`config.mk`:
```
export PLATFORM = sky130hd
export DESIGN_NAME = i2c_tgt_tx
export DESIGN_NICKNAME = d
export VERILOG_FILES = /design/src/rtl/i2c_tgt_pkg.sv /design/src/rtl/i2c_tgt_sync.sv /design/src/rtl/i2c_tgt_regs.sv /design/src/rtl/i2c_tgt_fsm.sv /design/src/rtl/i2c_tgt_tx.sv
export SDC_FILE = /design/constraint.sdc
export NUM_CORES = 1
export LEC_CHECK = 0
export ABC_CLOCK_PERIOD_IN_PS = 2340
export CORE_MARGIN = 4
export CORE_UTILIZATION = 54
export CTS_CLUSTER_DIAMETER = 40
export DETAILED_ROUTE_END_ITERATION = 12
export PLACE_DENSITY = 0.82
export SYNTH_ARGS = -nofsm -noshare
export SYNTH_HDL_FRONTEND = slang
export SYNTH_SLANG_ARGS = --single-unit
```
`constraint.sdc`:
```
create_clock -name clk -period 2.34 [get_ports clk]
set_input_delay 0.468 -clock clk [delete_from_list [all_inputs] [get_ports clk]]
set_output_delay 0.468 -clock clk [all_outputs]
set_load 0.01 [all_outputs]
```
`src/rtl/i2c_tgt_pkg.sv`:
```
package i2c_tgt_pkg;

  localparam int BYTE_W = 8;
  localparam int CNT_W  = $clog2(BYTE_W);

  localparam logic [7:0] SC_SLA_RD  = 8'hA8;
  localparam logic [7:0] SC_DAT_ACK = 8'hB8;
  localparam logic [7:0] SC_DAT_NAK = 8'hC0;
  localparam logic [7:0] SC_END_ACK = 8'hC8;
  localparam logic [7:0] SC_SLA_WR  = 8'h60;
  localparam logic [7:0] SC_GCALL   = 8'h70;
  localparam logic [7:0] SC_NONE    = 8'hF8;

  typedef enum logic [2:0] {
    T_IDLE,   // not addressed, waiting for START
    T_ADDR,   // collecting address byte
    T_ACKW,   // matched, waiting for SCL low to drive ACK
    T_ACKD,   // driving ACK during ninth clock
    T_HOLD,   // event pending, SCL stretched
    T_TXB,    // shifting a data byte out
    T_TXA     // master acknowledge slot
  } tgt_state_t;

  typedef enum logic {
    GO_IDLE,
    GO_SEND
  } resume_t;

  function automatic logic own_match(input logic [BYTE_W-1:0] cfg,
                                     input logic [BYTE_W-1:0] rx);
    return (rx[BYTE_W-1:1] == cfg[BYTE_W-1:1]) && (cfg[BYTE_W-1:1] != '0);
  endfunction

  function automatic logic gcall_match(input logic [BYTE_W-1:0] cfg,
                                       input logic [BYTE_W-1:0] rx);
    return cfg[0] && (rx == '0);
  endfunction

  function automatic logic [7:0] byte_done_code(input logic final_byte,
                                                input logic master_ack);
    if (!master_ack)     return SC_DAT_NAK;
    else if (final_byte) return SC_END_ACK;
    else                 return SC_DAT_ACK;
  endfunction

endpackage

```
`src/rtl/i2c_tgt_sync.sv`:
```
module i2c_tgt_sync #(
  parameter int STAGES = 2
) (
  input  logic clk,
  input  logic rst_n,
  input  logic scl_i,
  input  logic sda_i,
  output logic scl_lvl,
  output logic sda_lvl,
  output logic scl_rise,
  output logic scl_fall,
  output logic ev_start,
  output logic ev_stop
);

  logic [STAGES-1:0] scl_pipe, sda_pipe;
  logic scl_d, sda_d;

  generate
    if (STAGES == 1) begin : g_one
      always_ff @(posedge clk or negedge rst_n) begin
        if (!rst_n) begin
          scl_pipe <= '1;
          sda_pipe <= '1;
        end else begin
          scl_pipe <= scl_i;
          sda_pipe <= sda_i;
        end
      end
    end else begin : g_many
      always_ff @(posedge clk or negedge rst_n) begin
        if (!rst_n) begin
          scl_pipe <= '1;
          sda_pipe <= '1;
        end else begin
          scl_pipe <= {scl_pipe[STAGES-2:0], scl_i};
          sda_pipe <= {sda_pipe[STAGES-2:0], sda_i};
        end
      end
    end
  endgenerate

  always_ff @(posedge clk or negedge rst_n) begin
    if (!rst_n) begin
      scl_d <= 1'b1;
      sda_d <= 1'b1;
    end else begin
      scl_d <= scl_lvl;
      sda_d <= sda_lvl;
    end
  end

  assign scl_lvl  = scl_pipe[STAGES-1];
  assign sda_lvl  = sda_pipe[STAGES-1];
  assign scl_rise = scl_lvl & ~scl_d;
  assign scl_fall = ~scl_lvl & scl_d;
  assign ev_start = scl_lvl & scl_d & sda_d & ~sda_lvl;
  assign ev_stop  = scl_lvl & scl_d & ~sda_d & sda_lvl;

endmodule

```
`src/rtl/i2c_tgt_regs.sv`:
```
module i2c_tgt_regs
  import i2c_tgt_pkg::*;
(
  input  logic              clk,
  input  logic              rst_n,
  input  logic              en,
  input  logic              wr_stb,
  input  logic [BYTE_W-1:0] wr_val,
  input  logic              pending,
  output logic [BYTE_W-1:0] data_q,
  output logic              coll_q
);

  always_ff @(posedge clk or negedge rst_n) begin
    if (!rst_n) begin
      data_q <= '0;
      coll_q <= 1'b0;
    end else if (!en) begin
      data_q <= '0;
      coll_q <= 1'b0;
    end else if (wr_stb) begin
      if (pending) begin
        data_q <= wr_val;
        coll_q <= 1'b0;
      end else begin
        coll_q <= 1'b1;
      end
    end
  end

endmodule

```
`src/rtl/i2c_tgt_fsm.sv`:
```
module i2c_tgt_fsm
  import i2c_tgt_pkg::*;
(
  input  logic              clk,
  input  logic              rst_n,
  input  logic              en,
  input  logic              ack_en,
  input  logic [BYTE_W-1:0] own_cfg,
  input  logic              sda_lvl,
  input  logic              scl_rise,
  input  logic              scl_fall,
  input  logic              ev_start,
  input  logic              ev_stop,
  input  logic              flag_clr,
  input  logic [BYTE_W-1:0] tx_byte,
  output logic              pending,
  output logic [7:0]        code_q,
  output logic              sda_drive
);

  tgt_state_t        st;
  resume_t           resume;
  logic [BYTE_W-1:0] shreg;
  logic [CNT_W-1:0]  bitn;
  logic              final_q;
  logic              mack_q;
  logic [BYTE_W-1:0] addr_byte;
  logic              last_bit;
  logic              bus_event;

  assign addr_byte = {shreg[BYTE_W-2:0], sda_lvl};
  assign last_bit  = (bitn == CNT_W'(BYTE_W-1));
  assign bus_event = (ev_start || ev_stop) && (st != T_HOLD);
  assign pending   = (st == T_HOLD);

  always_ff @(posedge clk or negedge rst_n) begin
    if (!rst_n) begin
      st        <= T_IDLE;
      resume    <= GO_IDLE;
      shreg     <= '0;
      bitn      <= '0;
      final_q   <= 1'b0;
      mack_q    <= 1'b0;
      code_q    <= SC_NONE;
      sda_drive <= 1'b0;
    end else if (!en) begin
      st        <= T_IDLE;
      resume    <= GO_IDLE;
      shreg     <= '0;
      bitn      <= '0;
      final_q   <= 1'b0;
      mack_q    <= 1'b0;
      code_q    <= SC_NONE;
      sda_drive <= 1'b0;
    end else if (bus_event) begin
      st        <= ev_start ? T_ADDR : T_IDLE;
      bitn      <= '0;
      sda_drive <= 1'b0;
    end else begin
      unique case (st)
        T_IDLE: ;
        T_ADDR: begin
          if (scl_rise) begin
            shreg <= addr_byte;
            if (last_bit) begin
              bitn <= '0;
              if (ack_en && own_match(own_cfg, addr_byte)) begin
                st     <= T_ACKW;
                code_q <= addr_byte[0] ? SC_SLA_RD : SC_SLA_WR;
                resume <= addr_byte[0] ? GO_SEND : GO_IDLE;
              end else if (ack_en && gcall_match(own_cfg, addr_byte)) begin
                st     <= T_ACKW;
                code_q <= SC_GCALL;
                resume <= GO_IDLE;
              end else begin
                st <= T_IDLE;
              end
            end else begin
              bitn <= bitn + 1'b1;
            end
          end
        end
        T_ACKW: begin
          if (scl_fall) begin
            st        <= T_ACKD;
            sda_drive <= 1'b1;
          end
        end
        T_ACKD: begin
          if (scl_fall) begin
            st        <= T_HOLD;
            sda_drive <= 1'b0;
          end
        end
        T_HOLD: begin
          if (flag_clr) begin
            if (resume == GO_SEND) begin
              st        <= T_TXB;
              shreg     <= tx_byte;
              bitn      <= '0;
              final_q   <= ~ack_en;
              sda_drive <= ~tx_byte[BYTE_W-1];
            end else begin
              st        <= T_IDLE;
              sda_drive <= 1'b0;
            end
          end
        end
        T_TXB: begin
          if (scl_fall) begin
            if (last_bit) begin
              st        <= T_TXA;
              sda_drive <= 1'b0;
            end else begin
              shreg     <= {shreg[BYTE_W-2:0], 1'b0};
              sda_drive <= ~shreg[BYTE_W-2];
              bitn      <= bitn + 1'b1;
            end
          end
        end
        T_TXA: begin
          if (scl_rise) begin
            mack_q <= ~sda_lvl;
          end else if (scl_fall) begin
            st     <= T_HOLD;
            code_q <= byte_done_code(final_q, mack_q);
            resume <= (mack_q && !final_q) ? GO_SEND : GO_IDLE;
          end
        end
        default: st <= T_IDLE;
      endcase
    end
  end

endmodule

```
`src/rtl/i2c_tgt_tx.sv`:
```
module i2c_tgt_tx
  import i2c_tgt_pkg::*;
#(
  parameter int SYNC_STAGES = 2
) (
  input  logic       clk,
  input  logic       rst_n,
  input  logic       cfg_en,
  input  logic       cfg_ack_en,
  input  logic [7:0] cfg_addr,
  input  logic       host_wr_data,
  input  logic [7:0] host_data,
  input  logic       host_flag_clr,
  output logic       irq_flag,
  output logic [7:0] status_code,
  output logic       wr_coll,
  input  logic       scl_i,
  input  logic       sda_i,
  output logic       scl_oe,
  output logic       sda_oe
);

  logic              scl_lvl, sda_lvl, scl_rise, scl_fall, ev_start, ev_stop;
  logic              pending;
  logic [7:0]        code_q;
  logic [BYTE_W-1:0] data_q;

  i2c_tgt_sync #(.STAGES(SYNC_STAGES)) u_sync (
    .clk      (clk),
    .rst_n    (rst_n),
    .scl_i    (scl_i),
    .sda_i    (sda_i),
    .scl_lvl  (scl_lvl),
    .sda_lvl  (sda_lvl),
    .scl_rise (scl_rise),
    .scl_fall (scl_fall),
    .ev_start (ev_start),
    .ev_stop  (ev_stop)
  );

  i2c_tgt_regs u_regs (
    .clk     (clk),
    .rst_n   (rst_n),
    .en      (cfg_en),
    .wr_stb  (host_wr_data),
    .wr_val  (host_data),
    .pending (pending),
    .data_q  (data_q),
    .coll_q  (wr_coll)
  );

  i2c_tgt_fsm u_fsm (
    .clk       (clk),
    .rst_n     (rst_n),
    .en        (cfg_en),
    .ack_en    (cfg_ack_en),
    .own_cfg   (cfg_addr),
    .sda_lvl   (sda_lvl),
    .scl_rise  (scl_rise),
    .scl_fall  (scl_fall),
    .ev_start  (ev_start),
    .ev_stop   (ev_stop),
    .flag_clr  (host_flag_clr),
    .tx_byte   (data_q),
    .pending   (pending),
    .code_q    (code_q),
    .sda_drive (sda_oe)
  );

  assign irq_flag    = pending;
  assign scl_oe      = pending;
  assign status_code = pending ? code_q : SC_NONE;

endmodule

```
==> flow_summary_export.csv, run 1 <==
group,metric,value,unit
run_status,status,"complete, no violations",
synth,ys_top_cells_by_area,"dfrtp_1, dfstp_2, nand2_1",
synth,ys_async_sr_fraction,100.0,%
synth,yosysWarningCount,0,
layout,layout-drive-gt1-share,15.96,%
synth,synth_edf_count,0,
timing,rsz0062_at_grt,"false",
timing,finalCriticalPeriod,2246,ps
clock_network,cts_buffer_depth,2,
layout,syn2layout_area_growth,21.88,%
worst_setup_path,cp_max_fo,17,
pwr,leakage,0.001158,uW
synth,yosysTopAreaCell,"dfrtp_1",
worst_setup_path,end_kind,"output port",
worst_setup_path,setup.worst_path.class,"flip-flop to output port",
global_routing,grt_pass1_wl,8.549,mm
worst_setup_path,critPathLaunchType,"flip-flop",
global_routing,grt_max_degree,29,
drt,drtAntennaViolNets,0,
placed_design,hpwl,3.866,mm
timing,whs,111.4,ps
clock_network,h-tree-depth,2,
clock_network,cts_buffers,5,
timing,post-route-period-util,95.99,%
synth,ys_seq_area_share,41.70,%
die,die-width,72.60,um
clock_network,hold_buffers,0,
timing,setup_tns,0,ps
timing,fin_skew,3.959,ps
clock_network,clock_latency,280,ps
clock_network,clk_pin_slew,70,ps
synth,synthesis.area,2253,um^2
min_path,hp-class,"input port to asynchronous set/reset pin",
worst_setup_path,required,1870,ps
synth,syn_area_per_cell,9.086,um^2
synth,synth_top_area_share,28.87,%
global_routing,track_usage,20.55,%
drt,wl_per_cell,15.42,um
worst_setup_path,r2r_cells,8,
layout,diodes,0,
synth,syn_inst,248,
synth,ys_ff_latch,37,
synth,synthFlopType,"dfrtp_1",
clock_network,cts_root_buf,"clkbuf_8",
timing,max_freq,0.4452,GHz
drt,wirelength,5.118,mm
synth,yosysMostFrequentCell,"nand2_1",
clock_network,clock_sinks,37,
flow_run,maxCapViolCount,0,
worst_setup_path,critPathArrivalTime,1780,ps
die,start_util,55.93,%
die,io_pins,36,
pwr,ir_worst_vdd,0.0003761,V
layout,nets,307,
drt,viasPerCell,5.837,
global_routing,antenna_found_initial,0,
timing,finalSetupViolations,0,
timing,hold_viol,0,
synth,synth_common_cells,"nand2_1, dfrtp_1, a21oi_1, nand3_1, nor2_1",
placed_design,place_congestion,0.8681,
placed_design,io_buffers,32,
clock_network,cts_tree,"built",
drt,first_pass_iters,4,
drt,drtIter0Drc,235,
die,std_cell_rows,23,
drt,num_vias,1938,
global_routing,grt_overflow,0,
die,fp.dieH,72.60,um
die,coreArea,4029,um^2
synth,synth_cell_types,58,
timing,finalMaxSlewViolations,0,
drt,drc_errors,0,
die,die_area,5271,um^2
pwr,power_density,523.5,nW/um^2
global_routing,grt_pass1_vias,1880,
## metal layers
layer	GRT usage (%)	share of wire, %	up-vias
li1	-	-	947
met3	3.306	5.0	8
met1	25.24	43	924
met4	6.967	1.1	0
met5	0	0	-
met2	36.47	51	59
## metrics by stage
stage	instances	area [um^2]	total power, uW	util (%)	setup WS [ps]
after floorplan	250	2261	811.6	-	375.7
after global placement	323	2623	889.9	65.09	124.6
after detailed placement	323	2623	900.1	65.09	63.40
after CTS	332	2746	1448	68.17	74.80
after global routing	332	2746	1495	68.17	25.91
final	332	2746	1438	68.17	93.91
## path summary, 6_finish.rpt
kind                                    start                  to  slack [ps]
setup / recovery                  u_fsm.st[1]              scl_oe          90
hold / removal                          rst_n         u_fsm.st[2]         110
setup reg to reg                u_fsm.bitn[0]      u_fsm.shreg[0]         330
hold reg to reg            u_sync.scl_pipe[0]  u_sync.scl_pipe[1]         360
max in group asynchronous               rst_n        u_sync.sda_d        1560
min in group clk           u_sync.scl_pipe[0]  u_sync.scl_pipe[1]         360
## cell usage in the layout, fill, tap and decap left out, drive strengths merged, types with 2 or more instances in the layout
cell type and n:
a21oi 17, buf 11, nor4 4, o32ai 2, o31ai 3, nand2 35
clkbuf 7, xnor2 9, nand2b 8, and4 2, dfstp 11, o22ai 2
or3 3, nor2 12, nand3 17, nand4 5, nand3b 3, and4b 2
conb 3, nor3 3, mux2i 5, dfrtp 26, nor2b 4, mux2 7
or3b 2, ha 2, nor4b 2, inv 8, o21ai 9, a211oi 5
clkdlybuf4s50 31, a211o 4, o21a 2
## power by group
group | internal, uW | total, uW | switching, uW
clock network | 320 | 550 | 230
logic | 92.5 | 190 | 97.8
registers | 675 | 697 | 22.7
total | 1090 | 1440 | 351
## final cells by class
cell class / instances / area [um^2]
clock inverters: 2 / 38.79
clock buffers: 6 / 72.57
fillers: 333 / 1282
multi-input cells: 186 / 1185
repair buffers: 43 / 410.4
flip-flops and latches: 37 / 939.7
inverters: 8 / 37.54
well taps: 50 / 62.56
## sequential cells by signal (all words and copies together) (netlist names)
register         count
u_fsm.mack_q         1
u_fsm.shreg          7
u_fsm.sda_drive      1
u_sync.scl_d         1
u_sync.sda_pipe      2
u_fsm.final_q        1
u_sync.sda_d         1
u_regs.data_q        8
u_fsm.bitn           3
u_regs.coll_q        1
u_fsm.code_q         5
u_fsm.resume         1
u_sync.scl_pipe      2
u_fsm.st             3
## kinds of logic (layout without fill, tap and decap cells)
kind of cell / Yosys count / count (layout) / synth area share, %
adder cells (fa/ha/maj): 2 / 2 / 1.110
other: 1 / 3 / 0.1664
XOR/XNOR: 9 / 9 / 3.498
AO/OA/AOI/OAI: 53 / 53 / 16.27
flip-flops: 37 / 37 / 41.70
multiplexers: 12 / 12 / 5.719
buffers and inverters: 27 / 59 / 6.053
AND/OR/NAND/NOR: 107 / 107 / 25.49
## worst max-delay path, cell delays in order (launching register included)
cell	delay (ps)
dfrtp_1	380
or3b_4	440
inv_8	130
clkdlybuf4s50_1	550
## timing repair
action                     4_1_cts  5_1_grt
setup endpoints to repair        7        0
resized for setup                2        0
hold endpoints to repair         0        0
setup buffers                    1        0
Power figures use the tool's default switching activity.
==> inputs of run 2 (changes only) <==
MAX_ROUTING_LAYER = met4   (was unset)
==> run 2 against run 1 <==
  * Power decreased by 0.26%
  * Largest cell class unchanged
  * Critical path type unchanged
  * Clock power decreased by 0.7%
  * Wire length about the same
  * Critical path depth unchanged
  * Setup slack got worse by 0.94 ps
==> flow_summary_export.csv, run 2 (synthesis gave the netlist of run 1 again) <==
group,metric,value,unit
drt,drc_errors,0,
global_routing,antenna_found_initial,0,
pwr,ir_worst_vdd,0.0003770,V
placed_design,hpwl,3.866,mm
drt,drtIter0Drc,190,
global_routing,grt_max_degree,29,
clock_network,clk_pin_slew,70,ps
pwr,combPwrFrac,13.3,%
worst_setup_path,cp_max_fo,17,
timing,hold_viol,0,
min_path,hp-class,"input port to asynchronous set/reset pin",
drt,num_vias,1936,
pwr,clockPowerShare,38.1,%
layout,diodes,0,
layout,nets,307,
global_routing,track_usage,21.16,%
clock_network,cts_root_buf,"clkbuf_8",
clock_network,cts_buffer_depth,2,
timing,rsz0062_at_grt,"false",
clock_network,hold_buffers,0,
clock_network,clock_sinks,37,
worst_setup_path,r2r_setup_slack,330,ps
global_routing,use_met1,25.33,%
layout,layout_common_cells,"nand2_1, clkdlybuf4s50_1, dfrtp_1, a21oi_1, nand3_1",
clock_network,clock_latency,280,ps
placed_design,place_congestion,0.8822,
pwr,power_density,522.1,nW/um^2
layout,top_regs,"u_regs.data_q (8), u_fsm.shreg (7), u_fsm.code_q (5)",
die,die_area,5271,um^2
flow_run,maxCapViolCount,0,
drt,wirelength,5.123,mm
global_routing,grt_busiest_layer,"met2",
layout,largest_reg_flops,8,
timing,post-route-period-util,96.03,%
die,start_util,55.93,%
worst_setup_path,end_kind,"output port",
drt,first_pass_iters,4,
die,coreArea,4029,um^2
pwr,swShare,24.20,%
global_routing,grt_overflow,0,
pwr,leakage,0.001158,uW
global_routing,grt_pass1_wl,8.549,mm
global_routing,globalRouteMet3Util,3.306,%
die,io_pins,36,
run_status,status,"complete, no violations",
clock_network,cts_tree,"built",
layout,fill_cells,333,
placed_design,io_buffers,32,
layout,syn2layout_area_growth,21.88,%
worst_setup_path,critPathLaunchType,"flip-flop",
die,fp.dieH,72.60,um
pwr,p_switching,347.0,uW
layout,top_register,"u_regs.data_q",
timing,finalMaxSlewViolations,0,
layout,layout-drive-gt1-share,15.96,%
timing,setup_tns,0,ps
drt,viasPerCell,5.831,
layout,regArea,939.7,um^2
global_routing,grt_pass1_vias,1880,
drt,wl_per_cell,15.43,um
die,std_cell_rows,23,
worst_setup_path,required,1870,ps
global_routing,use_met2,36.37,%
clock_network,cts_buffers,5,
worst_setup_path,critPathArrivalTime,1780,ps
worst_setup_path,setup.worst_path.class,"flip-flop to output port",
pwr,p_int,1087,uW
pwr,pwr-share-seq,48.6,%
layout,final_common_cell,"nand2_1",
timing,fin_skew,5.540,ps
clock_network,h-tree-depth,2,
timing,max_freq,0.4450,GHz
timing,finalSetupViolations,0,
pwr,finalPower,1434,uW
timing,finalCriticalPeriod,2247,ps
die,die-width,72.60,um
drt,drtAntennaViolNets,0,
layout,multiInputGateArea,1185,um^2
[run 2: cell counts in the layout (fill, tap and decap cells not counted)]
No cell type changed its count.
[run 2: area by class of cell]
cell class | count | area share (%)
multi-input combinational | 186 | 43.14
timing repair buffer | 43 | 14.94
clock inverter | 2 | 1.412
inverter | 8 | 1.367
clock buffer | 6 | 2.642
sequential | 37 | 34.21
tap | 50 | 2.278
[run 2: critical path, stage by stage, from the launching register on]
cell             delay, ps
dfrtp_1                380
or3b_4                 440
inv_8                  130
clkdlybuf4s50_1        550
[run 2: worst paths after layout]
check | startpoint | endpoint | cells past startpoint
hold / removal | rst_n | u_fsm.st[2] | 1
setup reg to reg | u_fsm.bitn[0] | u_fsm.shreg[0] | 8
hold reg to reg | u_sync.scl_pipe[0] | u_sync.scl_pipe[1] | 0
setup / recovery | u_fsm.st[1] | scl_oe | 3
min in group clk | u_sync.scl_pipe[0] | u_sync.scl_pipe[1] | 0
max in group asynchronous | rst_n | u_sync.sda_d | 2
[run 2: per-layer routing]
| metal | vias to the layer above | routed length (um) |
|---|---|---|
| met5 | - | 0 |
| met2 | 66 | 2657 |
| li1 | 943 | - |
| met4 | 0 | 38 |
| met3 | 6 | 299 |
| met1 | 921 | 2127 |
[run 2: through the flow]
step,setup WS (ps),hold slack (ps),cells,utilization (%),area [um^2]
2_1_floorplan,375.7,172.4,250,-,2261
3_3_place_gp,124.6,346.1,323,65.09,2623
3_5_place_dp,63.40,348.5,323,65.09,2623
4_1_cts,74.80,123.0,332,68.17,2746
5_1_grt,25.91,146.4,332,68.17,2746
6_report,92.97,114.2,332,68.17,2746
[run 2: power by group through the flow]
stage	Combinational (uW)	Sequential (uW)	Clock, uW
finish	191	697	546
global route	211	701	582
CTS	192	697	559
detailed placement	191	709	0
global placement	183	706	0
floorplan	109	703	0
[run 2: repair_timing]
action / CTS / global route
resized for setup: 2 / 0
endpoints found under the setup margin: 7 / 0
buffers inserted: 1 / 0
